**src/rtl/bytecode_stack_core.sv**
```systemverilog
module bytecode_stack_core #(
  parameter int AW = 16
) (
  input  logic          clk,
  input  logic          rst_n,
  input  logic          start,
  input  logic [AW-1:0] cfg_cp,
  input  logic [AW-1:0] cfg_sp,
  input  logic [AW-1:0] cfg_env,
  output logic [AW-1:0] code_addr,
  input  logic [7:0]    code_rdata,
  output logic [AW-1:0] dm_addr,
  input  logic [15:0]   dm_rdata,
  output logic [15:0]   dm_wdata,
  output logic          dm_we,
  output logic          halted,
  output logic          illegal
);
  localparam logic [7:0] OP_HALT = 8'h00;
  localparam logic [7:0] OP_ADD  = 8'h01;
  localparam logic [7:0] OP_INC  = 8'h02;
  localparam logic [7:0] OP_PUSH = 8'h03;
  localparam logic [7:0] OP_STL  = 8'h04;
  localparam logic [AW-1:0] TWO  = AW'(2);

  typedef enum logic [3:0] {
    S_IDLE, S_FETCH, S_DEC, S_ADD1, S_ADD2, S_INC,
    S_PHI, S_PLO, S_PWR, S_SOFF, S_SPOP, S_SWR, S_STOP
  } st_t;

  st_t           st;
  logic [AW-1:0] cp, sp, env;
  logic [7:0]    op, off;
  logic [15:0]   tmp;
  logic          halt_q, ill_q;

  function automatic st_t dispatch(input logic [7:0] code);
    case (code)
      OP_ADD:  dispatch = S_ADD1;
      OP_INC:  dispatch = S_INC;
      OP_PUSH: dispatch = S_PHI;
      OP_STL:  dispatch = S_SOFF;
      default: dispatch = S_STOP;
    endcase
  endfunction

  always_ff @(posedge clk) begin
    if (!rst_n) begin
      st     <= S_IDLE;
      cp     <= cfg_cp;
      sp     <= cfg_sp;
      env    <= cfg_env;
      op     <= '0;
      off    <= '0;
      tmp    <= '0;
      halt_q <= 1'b0;
      ill_q  <= 1'b0;
    end else begin
      case (st)
        S_IDLE:  if (start) st <= S_FETCH;
        S_FETCH: begin op <= code_rdata; cp <= cp + 1'b1; st <= S_DEC; end
        S_DEC: begin
          st <= dispatch(op);
          if (dispatch(op) == S_STOP) begin
            halt_q <= 1'b1;
            ill_q  <= (op != OP_HALT);
          end
        end
        S_ADD1:  begin tmp <= dm_rdata; sp <= sp + TWO; st <= S_ADD2; end
        S_ADD2:  st <= S_FETCH;
        S_INC:   st <= S_FETCH;
        S_PHI:   begin tmp[15:8] <= code_rdata; cp <= cp + 1'b1; st <= S_PLO; end
        S_PLO:   begin tmp[7:0] <= code_rdata; cp <= cp + 1'b1; st <= S_PWR; end
        S_PWR:   begin sp <= sp - TWO; st <= S_FETCH; end
        S_SOFF:  begin off <= code_rdata; cp <= cp + 1'b1; st <= S_SPOP; end
        S_SPOP:  begin tmp <= dm_rdata; sp <= sp + TWO; st <= S_SWR; end
        S_SWR:   st <= S_FETCH;
        default: st <= S_STOP;
      endcase
    end
  end

  assign code_addr = cp;
  assign halted    = halt_q;
  assign illegal   = ill_q;
  assign dm_we     = (st == S_ADD2) || (st == S_INC) || (st == S_PWR) || (st == S_SWR);

  always_comb begin
    case (st)
      S_PWR:   dm_addr = sp - TWO;
      S_SWR:   dm_addr = env + AW'({off, 1'b0});
      default: dm_addr = sp;
    endcase
    case (st)
      S_ADD2:  dm_wdata = dm_rdata + tmp;
      S_INC:   dm_wdata = dm_rdata + 16'd1;
      default: dm_wdata = tmp;
    endcase
  end
endmodule


```
**config.mk**
```make
export PLATFORM = sky130hd
export DESIGN_NAME = bytecode_stack_core
export DESIGN_NICKNAME = d
export VERILOG_FILES = /design/src/rtl/bytecode_stack_core.sv
export SDC_FILE = /design/constraint.sdc
export NUM_CORES = 1
export LEC_CHECK = 0
export BUFFER_PORTS_ARGS = -buffer_cell sky130_fd_sc_hd__buf_2
export CAP_MARGIN = 20
export CORE_MARGIN = 2
export CORE_UTILIZATION = 35
export DETAILED_ROUTE_END_ITERATION = 8
export MAX_ROUTING_LAYER = met4
export REMOVE_ABC_BUFFERS = 1
export SYNTH_ARGS = -nofsm -noshare
export SYNTH_HDL_FRONTEND = slang
export SYNTH_SLANG_ARGS = --single-unit
```
**constraint.sdc**
```tcl
create_clock -name clk -period 4.2 [get_ports clk]
set_input_delay 0.84 -clock clk [delete_from_list [all_inputs] [get_ports clk]]
set_output_delay 0.84 -clock clk [all_outputs]
set_load 0.02 [all_outputs]
```
==> metrics.md <==
| Metric | Value |
|---|---|
| Status | `completed` |
| GR Util met1 | `25.8%` |
| Critical path class | `reg -> out` |
| H-tree levels | `3` |
| Top Ports | `126` |
| Seq/Total Area, Yosys | `36.9%` |
| RSZ-0062 raised after global routing | `true` |
| Num CTS Buffers | `9` |
| Seq cells post-synth | `86` |
| Top Usage Layer GRT | `met2` |
| Vias in the first global route | `4989` |
| Worst Setup End Kind | `primary output` |
| Area growth syn-to-layout | `22.1%` |
| Startpoint class of the critical path | `register` |
| Hold buffers post-CTS | `0` |
| Post-route setup slack | `0.127 ns` |
| Routed WL | `15900 um` |
| First-pass GRT wire length | `25700 um` |
| Relative slew slack | `42.3%` |
| Critical path arrival | `approximately 3.2 ns` |
| DRT iter0 DRCs | `370` |
| Worst Path Required | `3.36 ns` |
| Synth warn | `0` |
| Antenna Nets Post-Route | `0` |
| HP Class | `reg -> reg` |
| Synth area leaders | `edfxtp_1 (24%), dfxtp_1 (13%), nand2_1 (5.7%)` |
| RR Endpoint | `sp[15]` |
| Critical R2R Launch | `sp[1]` |
| Clock Latency Late Sink | `0.34 ns` |
| Height of the die | `135 um` |
| CTS tree | `done` |
| Vias per cell | `5.21` |
| Total power | `2.61 mW` |
| Synth top area share | `about a quarter` |
| Largest net degree at the start of global routing | `41` |
| Worst-path clk slew | `0.06 ns` |
| Core box area | `0.0166 mm^2` |
| Cells after Synth | `690` |
| Final nets | `908` |
| Max VDD drop | `200 uV` |
| F_max | `246 MHz` |
| Top cell type by total area after synthesis | `edfxtp_1` |
| Worst-Margin Slew | `approximately 0.87 ns` |
| Cells after DPL | `1011` |
| Final slew viol count | `0` |
| Die area | `0.0181 mm^2` |
| Worst-path maximum fanout | `9` |
| Buffers on Ports | `125` |
| Post-route minimum period | `4.07 ns` |
| # rows | `between 40 and 50` |
| Synth top cells by count | `nand2_1 (90), nor2_1 (65), a21oi_1 (51)` |
| Routing usage on met2 | `between 20% and 30%` |
| Max Root-Sink Buffers | `2` |
| Met3 usage | `3.34%` |
| Count leader, synth | `nand2_1` |
| FFs w/ async S/R, synth | `0%` |
| Main synth FF type | `edfxtp_1` |
| CP max stage delay | `0.39 ns` |
| Period utilisation layout | `97.0%` |
| Kind of cell adding the most delay to the critical path | `compound AO/OA/AOI/OAI gates` |
| Worst slack at placement | `0.162 ns` |
| Power per Cell Area | `359 mW/mm^2` |
| Syn avg cell area | `8.64 um^2` |
| # DRC | `0` |
| Detailed Routing Iterations Pass 1 | `5` |
| CTS sink count | `86` |
| WHS Endpoint | `halted` |
| Slowest-stage cell, CP | `fa_2` |
| Max_cap viols | `0` |
| Root Buffer | `clkbuf_16` |
| GRT Resource Usage Total | `between 10% and 20%` |
| Post-DP HPWL | `11800 um` |
| R2R Setup Slk | `1.20 ns` |
| Final setup viols | `0` |
| Starting Density | `between 30% and 40%` |
| Initial antenna violation count | `3` |
| Hold_sp | `halted` |
| Cell area after layout | `0.00728 mm^2` |
| Hold depth | `2` |
| Critical Path, Cell by Cell | `nand2b_4 -> or2_2 -> nor2_1 -> buf_6 -> or2_4 -> ha_4 -> fa_2 -> a21o_1 -> a21oi_2 -> o21ai_2 -> a31o_2 -> a31oi_4 -> xor2_1 -> o21ai_1 -> buf_4` |
| Total vias in the final route | `5377` |
| Final GP Congestion | `0.878` |
| Fin Clk Skew | `0.00945 ns` |
| Worst path bufs/invs | `2` |
| Chip Width | `135 um` |
| Drt wl/cell | `15.4 um` |
| Leakage | `2.94 nW` |
| Post-synth EDFFs | `48` |
| Cell Count, Final, Fillers Out | `1033` |
| Synth cell types | `60` |
| Mapped cell area | `slightly below 0.006 mm^2` |
| Cell Area, Placed | `~0.007 mm^2` |
| R2R cell count | `9` |
| Hold Vio Cnt, Final | `0` |
| Total gr overflow | `0` |
| Share of post-route cells with drive strength above 1 | `24.9%` |
placed cells by master (no fill, tap or decap), types with 18 or more instances in the layout:
master	Yosys	layout
dfxtp_1	38	37
buf_2	6	123
nand3_1	19	19
mux2i_1	18	18
mux2_2	18	18
buf_4	0	19
o21ai_0	44	41
ha_1	26	25
xnor2_1	29	29
nand2_1	90	90
nor2b_1	20	20
a21oi_1	51	50
nor2_1	65	65
edfxtp_1	48	48
xor2_1	27	27
sequential cells by signal, summed over array words and instances (netlist names):
name,flops
st,4
tmp,16
halted,1
sp,16
illegal,1
code_addr,16
op,8
off,8
env,16
stage by stage:
stage / utilization, % / setup TNS, ns / hold slack, ns
final: 43.7 / 0 / 0.447
after global routing: 43.7 / -0.0787 / 0.466
after global placement: 41.0 / 0 / 0.436
after floorplan: - / -1.20 / 0.431
after CTS: 43.1 / 0 / 0.450
after detailed placement: 41.0 / 0 / 0.440
metal layers:
metal | vias up | wire length, um | share of wire [%]
met2 | 172 | 6820 | 43
li1 | 2718 | - | -
met5 | - | 0 | 0
met3 | 18 | 929 | 5.8
met4 | 0 | 248 | 1.6
met1 | 2469 | 7890 | 50
power by group:
| part | switching, mW | internal, mW | leakage [nW] |
|---|---|---|---|
| Clock | 0.336 | 0.581 | 0.160 |
| Combinational | 0.371 | 0.250 | 2.00 |
| Sequential | 0.0879 | 0.988 | 0.778 |
| Total | 0.794 | 1.82 | 2.94 |
layout make-up:
cell class,instances,area (um^2)
multi-input cells,547,3620
fillers,1637,9360
repair buffers,143,769
flip-flops and latches,86,2200
well taps,220,275
diodes,3,7.51
inverters,18,67.6
clock buffers,10,229
clock inverters,6,110
worst max path at each step:
stage               start      endpoint  slack [ns]  depth (start not counted)
floorplan           st[2]  dm_wdata[14]       -0.42                         12
global placement    st[1]  dm_wdata[14]        0.22                         15
detailed placement  st[1]  dm_wdata[14]        0.16                         15
CTS                 st[1]  dm_wdata[15]       0.002                         14
global route        st[2]  dm_wdata[15]       -0.05                         14
finish              st[1]  dm_wdata[12]        0.13                         15
worst min-delay path, cell delays in order (launching register included):
cell and delay (ns):
dfxtp_1 0.31, inv_1 0.05, a21oi_1 0.05
cell families (layout without fill, tap and decap cells):
| logic type | count (synthesis) | in the layout | synth area share, % |
|---|---|---|---|
| mux | 36 | 36 | 6.42 |
| other cells | 0 | 3 | 0 |
| simple gates | 257 | 257 | 20.6 |
| buf+inv | 57 | 177 | 3.84 |
| flops | 86 | 86 | 36.9 |
| xor+xnor | 56 | 56 | 8.22 |
| compound gates | 170 | 170 | 17.9 |
| fa+ha+maj | 28 | 28 | 6.13 |
timing repair:
item                                    4_1_cts  5_1_grt
cloned                                        0        0
gates resized for setup                       5       17
endpoints found under the setup margin        3        8
buffers inserted                              0        3
pin swaps                                     2        7
(Power assumes the default switching activity.)
